### src/rtl/hbDeadPkg.sv
package hbDeadPkg;

  // Strobes from the control to the delay counter.
  typedef struct packed {
    logic load;   // capture the dead time and start a delay
    logic count;  // step a running delay
  } timerCmd_t;

  // Status returned by the delay counter.
  typedef struct packed {
    logic idle;      // no delay running
    logic lastStep;  // delay finishes on this edge
    logic zeroLoad;  // programmed dead time is zero
  } timerStat_t;

endpackage

### src/rtl/hbDeadTimer.sv
module hbDeadTimer
  import hbDeadPkg::*;
#(
  parameter int DEAD_W = 8
) (
  input  logic              clk,
  input  logic              rstN,
  input  logic [DEAD_W-1:0] deadCycles,
  input  timerCmd_t         cmd,
  output timerStat_t        stat
);

  localparam logic [DEAD_W-1:0] STEP = DEAD_W'(1);

  logic [DEAD_W-1:0] remain;

  always_ff @(posedge clk or negedge rstN) begin
    if (!rstN) begin
      remain <= '0;
    end else if (cmd.load) begin
      remain <= deadCycles;
    end else if (cmd.count) begin
      remain <= remain - STEP;
    end
  end

  always_comb begin
    stat.idle     = (remain == '0);
    stat.lastStep = (remain == STEP);
    stat.zeroLoad = (deadCycles == '0);
  end

endmodule

### src/rtl/hbDeadCtrl.sv
module hbDeadCtrl
  import hbDeadPkg::*;
(
  input  logic       clk,
  input  logic       rstN,
  input  logic       reqHigh,
  input  logic       reqLow,
  input  timerStat_t stat,
  output timerCmd_t  cmd,
  output logic       gateHigh,
  output logic       gateLow
);

  logic [1:0] lastReq;
  logic [1:0] safeReq;
  logic       changed;
  logic       release_;

  always_comb begin
    // Conflicting requests enable neither switch.
    safeReq   = {reqHigh & ~reqLow, reqLow & ~reqHigh};
    changed   = ({reqHigh, reqLow} != lastReq);
    cmd.load  = changed;
    cmd.count = ~changed & ~stat.idle;
    // Turn-on allowed when zero delay is loaded, or the delay ends now, or idle.
    release_  = changed ? stat.zeroLoad : (stat.idle | stat.lastStep);
  end

  always_ff @(posedge clk or negedge rstN) begin
    if (!rstN) begin
      lastReq  <= 2'b00;
      gateHigh <= 1'b0;
      gateLow  <= 1'b0;
    end else begin
      lastReq <= {reqHigh, reqLow};
      if (release_) begin
        gateHigh <= safeReq[1];
        gateLow  <= safeReq[0];
      end else begin
        // Turn-offs pass at once; turn-ons hold back.
        gateHigh <= gateHigh & safeReq[1];
        gateLow  <= gateLow & safeReq[0];
      end
    end
  end

endmodule

### src/rtl/hbDeadTime.sv
module hbDeadTime
  import hbDeadPkg::*;
#(
  parameter int DEAD_W = 8
) (
  input  logic              clk,
  input  logic              rstN,
  input  logic              reqHigh,
  input  logic              reqLow,
  input  logic [DEAD_W-1:0] deadCycles,
  output logic              gateHigh,
  output logic              gateLow
);

  timerCmd_t  cmd;
  timerStat_t stat;

  hbDeadTimer #(.DEAD_W(DEAD_W)) timer (
    .clk       (clk),
    .rstN      (rstN),
    .deadCycles(deadCycles),
    .cmd       (cmd),
    .stat      (stat)
  );

  hbDeadCtrl ctrl (
    .clk     (clk),
    .rstN    (rstN),
    .reqHigh (reqHigh),
    .reqLow  (reqLow),
    .stat    (stat),
    .cmd     (cmd),
    .gateHigh(gateHigh),
    .gateLow (gateLow)
  );

endmodule

### config.mk
export PLATFORM = sky130hd
export DESIGN_NAME = hbDeadTime
export DESIGN_NICKNAME = d
export VERILOG_FILES = /design/src/rtl/hbDeadPkg.sv /design/src/rtl/hbDeadTimer.sv /design/src/rtl/hbDeadCtrl.sv /design/src/rtl/hbDeadTime.sv
export SDC_FILE = /design/constraint.sdc
export NUM_CORES = 1
export LEC_CHECK = 0
export BUFFER_PORTS_ARGS = -buffer_cell sky130_fd_sc_hd__buf_4
export CAP_MARGIN = 25
export CORE_MARGIN = 2
export CORE_UTILIZATION = 40
export CTS_CLUSTER_SIZE = 10
export DETAILED_ROUTE_END_ITERATION = 10
export SLEW_MARGIN = 25
export SYNTH_ARGS = -nofsm -noshare
export SYNTH_HDL_FRONTEND = slang
export SYNTH_SLANG_ARGS = --single-unit
### constraint.sdc
create_clock -name clk -period 5.7 [get_ports clk]
set_clock_uncertainty 0.05 [all_clocks]
set_input_delay 0.855 -clock clk [delete_from_list [all_inputs] [get_ports clk]]
set_output_delay 0.855 -clock clk [all_outputs]
set_load 0.005 [all_outputs]
# Word level (Yosys, flattened, before mapping)
# Index checks and enable logic that the tools add are counted.
# W data, S select, Z words.
[word_totals] memories=0 elab_cells=25 latch_bits=0 in_bits=12 mem_bits_ro=0 regBits=12 output_inout_bits=2 mem_bits_rw=0
[op_classes] reduce_logical=3 n_bitwise=10 magnitude_cmp=0 eq_ne=2 div=0 add_sub_neg=1 n_shift=0 n_mux=5 multipliers=0
[ops] operator="$logic_not A8 Y1" count=2
[ops] operator="$mux W8" count=2
[ops] operator="$eq A8 B1 Y1 const B" count=1
[ops] operator="$sub A8 B1 Y8 const B" count=1
[ops] operator="$and A1 B1 Y1" count=5
[ops] operator="$not A1 Y1" count=4
[ops] operator="$mux W1" count=3
[ops] operator="$ne A2 B2 Y1" count=1
[ops] operator="$reduce_bool A2 Y1" count=1
[ops] operator="$or A1 B1 Y1" count=1

# Depth between registers and ports, before layout
# Gate-level depths: netlist (run 1).
[logic_depth] word_depth=5 ltp_mapped=7 ltp_nobuf=6

# Hierarchy
# Synthesis (run 1) repeated with hierarchy kept, for this count alone.
[hier_totals] hier_cells=73 hier_area_um2=695.7
[modules_own_cells] mod="hbDeadTimer" area_per_inst_um2=500.5 instances=1 seq_area_each_um2=200.2 cells_per_inst=55
[modules_own_cells] mod="hbDeadCtrl" area_per_inst_um2=195.2 instances=1 seq_area_each_um2=100.1 cells_per_inst=18

# Worst setup path after synthesis (run 1)
# No wires, ideal clock.
[synth_path] path_kind="reg-to-reg" startpoint="register timer.remain[0]" endpoint="register timer.remain[4]" period_less_slack_ps=1946 path_slack_ps=3754 stages_incl_launch_ff=8 arrival_ps=1814 n_path_buf=1 required_ps=5568 setup_time_ps=82 path_cell_list="dfrtp_1 inv_1 ha_1 nor4b_1 nor2b_1 clkbuf_1 or4_2 a31oi_1"
[synth_between] elab_chain_cells=4 elab_cells_between_ends=7 cone_classes="add/sub (1); mux (2); bitwise (2); reduce/logical (2)"
[synth_rtl] element="from (decl)" line="hbDeadTimer.sv:15" text="logic [DEAD_W-1:0] remain;"
[synth_rtl] element="from (signal assigned)" line="hbDeadTimer.sv:21" text="remain <= deadCycles;"
[synth_rtl] element="from (signal assigned)" line="hbDeadTimer.sv:23" text="remain <= remain - STEP;"
[synth_rtl] element="branches (longest 4 deep; another with $sub A8 B1 Y8)"
# Parallel ways; which one is timed is not known. The select of a mux whose other input is x is not followed.
# A chain may end at the register's enable or synchronous reset.

# Worst setup path after layout (run 1)
[layout_path] startpoint="input reqHigh" endpoint="register ctrl.gateLow"
[layout_between] elab_chain_cells=4 elab_cells_between_ends=6 cone_classes="eq/ne (1); mux (2); bitwise (3)"
[layout_rtl] element="from (decl)" line="hbDeadTime.sv:8" text="input logic reqHigh,"
[layout_rtl] element="$not A1 Y1" line="hbDeadCtrl.sv:21" text="safeReq = {reqHigh & ~reqLow, reqLow & ~reqHigh};"
[layout_rtl] element="$and A1 B1 Y1" line="hbDeadCtrl.sv:21"
[layout_rtl] element="$and A1 B1 Y1" line="hbDeadCtrl.sv:42" text="gateLow <= gateLow & safeReq[0];"
[layout_rtl] element="$mux W1 *" line="hbDeadCtrl.sv:36" text="if (release_) begin"
[layout_rtl] element="to (signal assigned)" line="hbDeadCtrl.sv:38" text="gateLow <= safeReq[0];"
[layout_rtl] element="to (signal assigned)" line="hbDeadCtrl.sv:42"
[layout_rtl] element="to (decl)" line="hbDeadCtrl.sv:11" text="output logic gateLow"
# Mark *: on every way between the ends. The rest lies on a longest branch, timed or not.

==> reports/metrics.yaml, run 1 <==
outcome:
  status: "complete, no violations"
power:
  p_per_area_mw_per_mm2: 258
  seqPwrFrac_pct: 47.9
  swShare_pct: 27.7
  peakVddDrop_v: 0.000171
  combPwrFrac_pct: 19.7
  p_int_w: 0.000154
  leakage_nw: 0.398
  power_frac_clock_pct: 32.4
  switching_power_w: 0.0000587
detailed_routing:
  drc_errors: 0
  num_vias: 522
  routed_wl_um: 1300
  drt_iter0_drc: 4
  ant_nets: 0
  vias_per_cell: 5.33
  wl_per_cell_um: 13.3
  dr.pass1.iters: 4
critical_path:
  worst_setup_path_start_kind: "primary input"
  cp_slowest_stage_delay_ns: 0.71
  path_class: "in2reg"
  worst-path-buf-inv: 1
  cpMaxStageDelayCell: "nor2_1"
  crit_chain: "buf_4 > xor2_1 > nor2_1 > mux2i_1 > o211a_1"
  critPathMaxFanout: 15
  required_ns: 5.82
  arrival_ns: 2.31
  cpLargestDelayFamily: "simple AND/OR/NAND/NOR gates"
  cp-end-kind: "flip-flop"
clock_tree:
  cts_root_buf: "clkbuf_4"
  postCtsSetupBuffers: 0
  holdBufCountCts: 0
  clk_path_buf_depth: 2
  h-tree-depth: 1
  cts_tree: "done"
  cts.clk_slew.worst_paths_ns: 0.08
  insertion_delay_ns: 0.27
  cts_resized: 0
  cts_buffers: 3
  clock_sink_count: 12
logic_synthesis:
  async_flop_share_pct: 100
  syn_area_per_cell_um2: 10.1
  syn_inst: 67
  ys.flop_type: "dfrtp_1"
  ys_warn_count: 0
  yosysTopAreaCellShare_pct: 44.4
  syn-num-nets: 82
  synth_area_um2: 677
  yosysUniqueCellTypes: 29
  synthTopCellsByArea: "dfrtp_1 44%, ha_1 5.5%, nor2_1 5.0%"
  yosysTopAreaCell: "dfrtp_1"
  synth-seq-area-share_pct: 44.4
  synth_edf_count: 0
  synth-seq-cells: 12
timing:
  finalSetupViolations: 0
  fin_crit_sh_pct: 38.5
  finalSetupTns_ns: 0
  whs_ns: 0.352
  rsz0062_at_grt: "false"
  hold_violations: 0
  tightest_slew_ns: 0.926
  slew_violations: 0
  maxSlewHeadroom_pct: 38.1
  fmaxAchievable_mhz: 456
  fin_crit_ns: 2.20
cells_and_area:
  final_core_util_pct: 53.4
  drive_gt1_share_pct: 29.3
  area_delta_synth_final_pct: 21.6
  nets: 98
  antenna_cells: 0
job:
  drv_cap: 0
global_route:
  grt_pass1_wl_um: 2230
  grt_pass1_vias: 492
  grt_max_degree: 16
  grtUsageTotal_pct: 15.5
  grt_antenna_before_repair: 0
  overflow: 0
placed_design:
  gp_congestion: 0.831
  hpwl_um: 1000
  port_buffers: 13
min_path:
  hp-class: "in2async"
floorplan:
  dieArea_mm2: 0.00204
  start_util_pct: 43.9
  die_width_um: 45.1
  die_h_um: 45.1
  rows: 14
  io_pins: 14
  core_area_mm2: 0.00154
-- metrics by stage --
stage / setup WS, ns / total power, W / std cells / instance area [µm²]
floorplan: 3.75 / 0.000129 / 67 / 677
CTS: 3.53 / 0.000215 / 98 / 823
detailed placement: 3.23 / 0.000145 / 94 / 787
finish: 3.50 / 0.000212 / 98 / 823
global route: 3.33 / 0.000225 / 98 / 823
global placement: 3.28 / 0.000145 / 94 / 787
-- state kept, by name (all words and copies together), names as in the netlist --
register and cells:
timer.remain 8, ctrl.lastReq 2, ctrl.gateHigh 1, ctrl.gateLow 1
-- layout make-up --
cell class,instances,area (µm²)
flip-flops and latches,12,300
fillers,153,718
clock buffers,4,36.3
well taps,16,20.0
repair buffers,13,97.6
inverters,5,18.8
multi-input cells,48,350
-- path summary, 6_finish.rpt --
kind                                 start              end  slack [ns]  depth (start not counted)
max reg2reg                timer.remain[0]  timer.remain[1]        3.57                          6
min                                   rstN  timer.remain[7]        0.35                          1
max in group asynchronous             rstN  timer.remain[1]        5.10                          1
min in group clk              ctrl.gateLow     ctrl.gateLow        0.48                          1
min reg2reg                   ctrl.gateLow     ctrl.gateLow        0.48                          1
max                                reqHigh     ctrl.gateLow        3.50                          5
-- worst register-to-register path, cell delays in order (launching register included) --
cell     delay, ns
dfrtp_1       0.43
inv_1         0.10
ha_1          0.20
nor4b_1       0.37
nor2b_1       0.48
mux2i_1       0.13
mux2_2        0.28
-- power groups by stage --
stage	Combinational, W	Clock (W)	Sequential (W)
after CTS	0.0000420	0.0000709	0.000102
final	0.0000417	0.0000688	0.000102
after global placement	0.0000417	0	0.000103
after global routing	0.0000474	0.0000740	0.000103
after floorplan	0.0000282	0	0.000101
after detailed placement	0.0000420	0	0.000103
-- per-layer routing --
layer  global-route usage [%]  vias up  part of all wire, %
met5                        0        -                    0
met4                     8.82        0                 0.77
met3                     2.40        2                  5.3
met2                     22.0       13                   43
met1                     22.2      239                   51
li1                         -      268                    -
-- layout by cell type, fill, tap and decap left out, types with 2 or more instances in the layout --
master    instances
a21oi_1           3
or3_2             2
xnor2_1           2
nor2_1            9
mux2i_1           3
dfrtp_1          12
nor4_1            2
xor2_1            2
mux2_2            2
ha_1              3
a31oi_1           2
buf_4            13
nand2_1           2
inv_1             5
clkbuf_4          3
o211a_1           2
-- Yosys cell counts (3+ instances only) --
| library cell | number |
|---|---|
| a21oi_1 | 3 |
| dfrtp_1 | 12 |
| ha_1 | 3 |
| inv_1 | 5 |
| mux2i_1 | 3 |
| nor2_1 | 9 |
-- kinds of logic (layout without fill, tap and decap cells) --
group / count (synthesis) / in the layout / share of synthesized area [%]
compound gates: 12 / 12 / 12.8
buf+inv: 7 / 22 / 3.88
flops: 12 / 12 / 44.4
simple gates: 24 / 24 / 20.5
mux: 5 / 5 / 7.76
fa+ha+maj: 3 / 3 / 5.55
xor+xnor: 4 / 4 / 5.18
Power figures use the tool's default switching activity.
==> inputs of run 2 (changes only) <==
==> constraint.sdc (replaced) <==
create_clock -name clk -period 1.8 [get_ports clk]
set_clock_uncertainty 0.05 [all_clocks]
set_input_delay 0.27 -clock clk [delete_from_list [all_inputs] [get_ports clk]]
set_output_delay 0.27 -clock clk [all_outputs]
set_load 0.005 [all_outputs]
==> reports/metrics.yaml, run 2 (synthesized netlist as in run 1, its figures left out) <==
outcome:
  status: "complete, no violations"
floorplan:
  rows: 14
  die_h_um: 45.1
  dieArea_mm2: 0.00204
  die_width_um: 45.1
  io_pins: 14
  core_area_mm2: 0.00154
  start_util_pct: 43.9
timing:
  rsz0062_at_grt: "false"
  tightest_slew_ns: 0.365
  fin_crit_sh_pct: 94.9
  hold_violations: 0
  finalSetupTns_ns: 0
  slew_violations: 0
  finalSetupViolations: 0
  whs_ns: 0.0828
  fmaxAchievable_mhz: 585
  fin_crit_ns: 1.71
  maxSlewHeadroom_pct: 75.5
detailed_routing:
  wl_per_cell_um: 13.5
  ant_nets: 0
  drt_iter0_drc: 11
  num_vias: 605
  routed_wl_um: 1520
  drc_errors: 0
  vias_per_cell: 5.35
  dr.pass1.iters: 4
global_route:
  grt_pass1_wl_um: 2510
  grt_pass1_vias: 583
  overflow: 0
  grt_max_degree: 16
  grt_antenna_before_repair: 0
  grtUsageTotal_pct: 17.5
clock_tree:
  insertion_delay_ns: 0.27
  cts.clk_slew.worst_paths_ns: 0.08
  clock_sink_count: 12
  h-tree-depth: 1
  cts_root_buf: "clkbuf_4"
  clk_path_buf_depth: 2
  cts_buffers: 3
  cts_tree: "done"
critical_path:
  critPathMaxFanout: 3
  cpMaxStageDelayCell: "or4b_4"
  cp_slowest_stage_delay_ns: 0.51
  required_ns: 1.96
  crit_chain: "or3_4 > or4b_4 > mux2i_4 > o211a_1"
  arrival_ns: 1.87
  r2r_slack_ns: 0.09
  r2r_end: "ctrl.gateLow"
  r2r_cells: 4
  r2r-start: "timer.remain[4]"
  cp-end-kind: "flip-flop"
  worst_setup_path_start_kind: "flip-flop"
  path_class: "reg2reg"
cells_and_area:
  final_core_util_pct: 65.7
  nets: 113
  antenna_cells: 0
  largest_reg_flops: 8
  area_delta_synth_final_pct: 49.5
  mostFrequentLayoutCells: "26 x buf_4, 12 x dfrtp_1, 9 x nor2_1"
  final_common_cell: "buf_4"
  top_regs: "timer.remain: 8 flops, ctrl.lastReq: 2 flops"
  fillers: 127
  drive_gt1_share_pct: 46.4
  regMostFlops: "timer.remain"
min_path:
  hold_start: "reqLow"
  min_to: "ctrl.lastReq[0]"
  holdPathStages: 1
  hp-class: "in2reg"
placed_design:
  hpwl_um: 1080
  gp_congestion: 0.802
  port_buffers: 13
power:
  p_per_area_mw_per_mm2: 738
  leakage_nw: 0.484
  finalPower_w: 0.000747
  peakVddDrop_v: 0.000475
job:
  drv_cap: 0
==> run 2: cell count changes in the layout (fill, tap and decap cells not counted), sizes merged <==
cell	previous run	this run
buf	13	27
dlygate4sd3	0	1
==> run 2: worst max path at each step <==
stage                          startpoint         endpoint  slack [ns]  cells after the start
final                     timer.remain[4]     ctrl.gateLow        0.09                      4
after global routing      timer.remain[1]     ctrl.gateLow       0.004                      7
after CTS                 timer.remain[5]  timer.remain[7]       0.007                      5
after detailed placement  timer.remain[4]     ctrl.gateLow     -0.0004                      4
after global placement    timer.remain[4]    ctrl.gateHigh      -0.004                      4
after floorplan           timer.remain[0]  timer.remain[4]        0.03                      7
==> run 2: repair_timing <==
action,CTS,global route
setup buffers,2,1
hold buffers,1,0
setup endpoints to repair,4,7
endpoints found under the hold margin,12,0
resized for setup,1,11
pin swaps,3,5
==> run 2: power by group <==
group	internal [W]	switching, W
logic	0.000117	0.0000918
clock network	0.000123	0.0000926
registers	0.000296	0.0000261
==> run 2: final cells by class <==
cell class / instances / area [µm²] / area share, %
repair buffers: 28 / 225 / 22.2
well taps: 16 / 20.0 / 1.98
multi-input cells: 48 / 412 / 40.7
flip-flops and latches: 12 / 300 / 29.7
clock buffers: 4 / 36.3 / 3.58
inverters: 5 / 18.8 / 1.85
==> run 2: worst max-delay path: cells and delay by family (launching register included) <==
kind	cells	cell delay (ns)
compound gates	1	0.15
mux	1	0.15
simple gates	2	0.92
flops	1	0.38
==> run 2: through the flow <==
step	setup slack, ns	instance area, µm²	cells
floorplan	0.0302	683	67
global placement	-0.00392	887	105
detailed placement	-0.000373	887	105
CTS	0.00688	955	112
global route	0.00447	1010	113
finish	0.0913	1010	113
==> run 2: layer usage <==
layer,wire length (µm),track usage (%),up-vias,share of wire [%]
met4,9,8.82,0,0.59
met2,726,27.1,17,48
met1,696,22.6,288,46
li1,-,-,298,-
met5,0,0,-,0
met3,91,4.00,2,6.0
==> inputs of run 3 (changes only) <==
--- a/config.mk
+++ b/config.mk
@@ -11,6 +11,7 @@
 export CORE_UTILIZATION = 40
 export CTS_CLUSTER_SIZE = 10
 export DETAILED_ROUTE_END_ITERATION = 10
+export PLACE_DENSITY = 0.68
 export SLEW_MARGIN = 25
 export SYNTH_ARGS = -nofsm -noshare
 export SYNTH_HDL_FRONTEND = slang
==> reports/metrics.yaml, run 3 (synthesized netlist as in run 1, its figures left out) <==
placed_design:
  placed_area_um2: 852
  hpwl_um: 1050
  port_buffers: 13
  gp_congestion: 0.847
  place_ws_ns: 0.0317
cells_and_area:
  final_core_util_pct: 62.1
  largest_reg_flops: 8
  design_area_um2: 957
  drive_gt1_share_pct: 45.2
  top_regs: "timer.remain: 8 flops, ctrl.lastReq: 2 flops"
  regMostFlops: "timer.remain"
  antenna_cells: 0
  area_delta_synth_final_pct: 41.4
  nets: 109
  final_common_cell: "buf_4"
  fillers: 132
  mostFrequentLayoutCells: "21 x buf_4, 12 x dfrtp_1, 9 x nor2_1"
global_route:
  grtUsageTotal_pct: 16.5
  grt_max_degree: 16
  grt_pass1_vias: 543
  grt_antenna_before_repair: 0
  grt_pass1_wl_um: 2320
  overflow: 0
clock_tree:
  cts_buffers: 3
  cts_tree: "done"
  cts.clk_slew.worst_paths_ns: 0.08
  clk_path_buf_depth: 2
  insertion_delay_ns: 0.27
  cts_root_buf: "clkbuf_4"
  h-tree-depth: 1
  clock_sink_count: 12
detailed_routing:
  dr.pass1.iters: 4
  vias_per_cell: 5.44
  drt_iter0_drc: 6
  num_vias: 593
  drc_errors: 0
  wl_per_cell_um: 13.5
  routed_wl_um: 1470
  ant_nets: 0
floorplan:
  start_util_pct: 43.9
  dieArea_mm2: 0.00204
  rows: 14
  die_width_um: 45.1
  core_area_mm2: 0.00154
  die_h_um: 45.1
  io_pins: 14
timing:
  finalSetupViolations: 0
  slew_violations: 0
  whs_ns: 0.0871
  fin_crit_ns: 1.76
  fmaxAchievable_mhz: 567
  setup_ws_ns: 0.0370
  rsz0062_at_grt: "true"
  maxSlewHeadroom_pct: 77.9
  fin_crit_sh_pct: 97.9
  hold_violations: 0
  tightest_slew_ns: 0.329
power:
  seqPwrFrac_pct: 43.6
  combPwrFrac_pct: 27.1
  switching_power_w: 0.000206
  p_per_area_mw_per_mm2: 771
  peakVddDrop_v: 0.000538
  swShare_pct: 27.9
  p_int_w: 0.000532
  power_frac_clock_pct: 29.3
  leakage_nw: 0.455
job:
  drv_cap: 0
critical_path:
  required_ns: 1.96
  path_class: "reg2reg"
  worst_setup_path_start_kind: "flip-flop"
  cp-end-kind: "flip-flop"
  arrival_ns: 1.92
  critPathMaxFanout: 4
outcome:
  status: "complete, no violations"
min_path:
  hp-class: "in2reg"
## run 3: cell types whose count changed in the layout (fill, tap and decap cells not counted), sizes merged
| cell | before | now |
|---|---|---|
| buf | 27 | 23 |
## run 3: final timing paths
kind / startpoint / endpoint / slack [ns] / depth (start not counted)
setup / recovery: timer.remain[3] / ctrl.gateHigh / 0.04 / 4
hold reg to reg: ctrl.gateHigh / ctrl.gateHigh / 0.48 / 1
hold / removal: reqHigh / ctrl.lastReq[1] / 0.09 / 1
setup reg to reg: timer.remain[3] / ctrl.gateHigh / 0.04 / 4
min in group asynchronous: rstN / timer.remain[3] / 0.32 / 2
max in group asynchronous: rstN / timer.remain[7] / 1.21 / 2
## run 3: area by class of cell
class	count	area (µm²)	share of cell area (%)
clock buffers	4	36.3	3.79
inverters	5	18.8	1.96
multi-input cells	48	392	40.9
flip-flops and latches	12	300	31.4
well taps	16	20.0	2.09
repair buffers	24	190	19.9
## run 3: timing repair
item                       4_1_cts  5_1_grt
hold buffers                     1        0
setup buffers                    0        3
setup endpoints to repair        0        7
gates resized for setup          0       11
hold endpoints to repair        12        0
## run 3: worst max-delay path: stages (launching register included)
cell and delay, ns:
dfrtp_1 0.39, or3_4 0.40, or4b_4 0.49, mux2i_2 0.19, o211a_1 0.18
## run 3: power groups by stage
stage                     sequential [W]  combinational (W)  clock, W
after global routing            0.000326           0.000221  0.000235
after CTS                       0.000317           0.000173  0.000223
after global placement          0.000321           0.000167         0
final                           0.000322           0.000200  0.000216
after floorplan                 0.000321          0.0000909         0
after detailed placement        0.000322           0.000170         0
## run 3: per-layer routing
metal / up-vias / part of all wire, % / track usage, %
li1: 290 / - / -
met1: 279 / 45 / 20.9
met2: 20 / 48 / 25.1
met3: 4 / 5.9 / 4.80
met4: 0 / 1.5 / 8.82
met5: - / 0 / 0
## run 3: stage by stage
step                std cells  TNS (ns)  power [W]
finish                    109         0   0.000738
floorplan                  67         0   0.000412
global route              109   -0.0606   0.000782
CTS                       107         0   0.000712
detailed placement        102         0   0.000492
global placement          102         0   0.000488
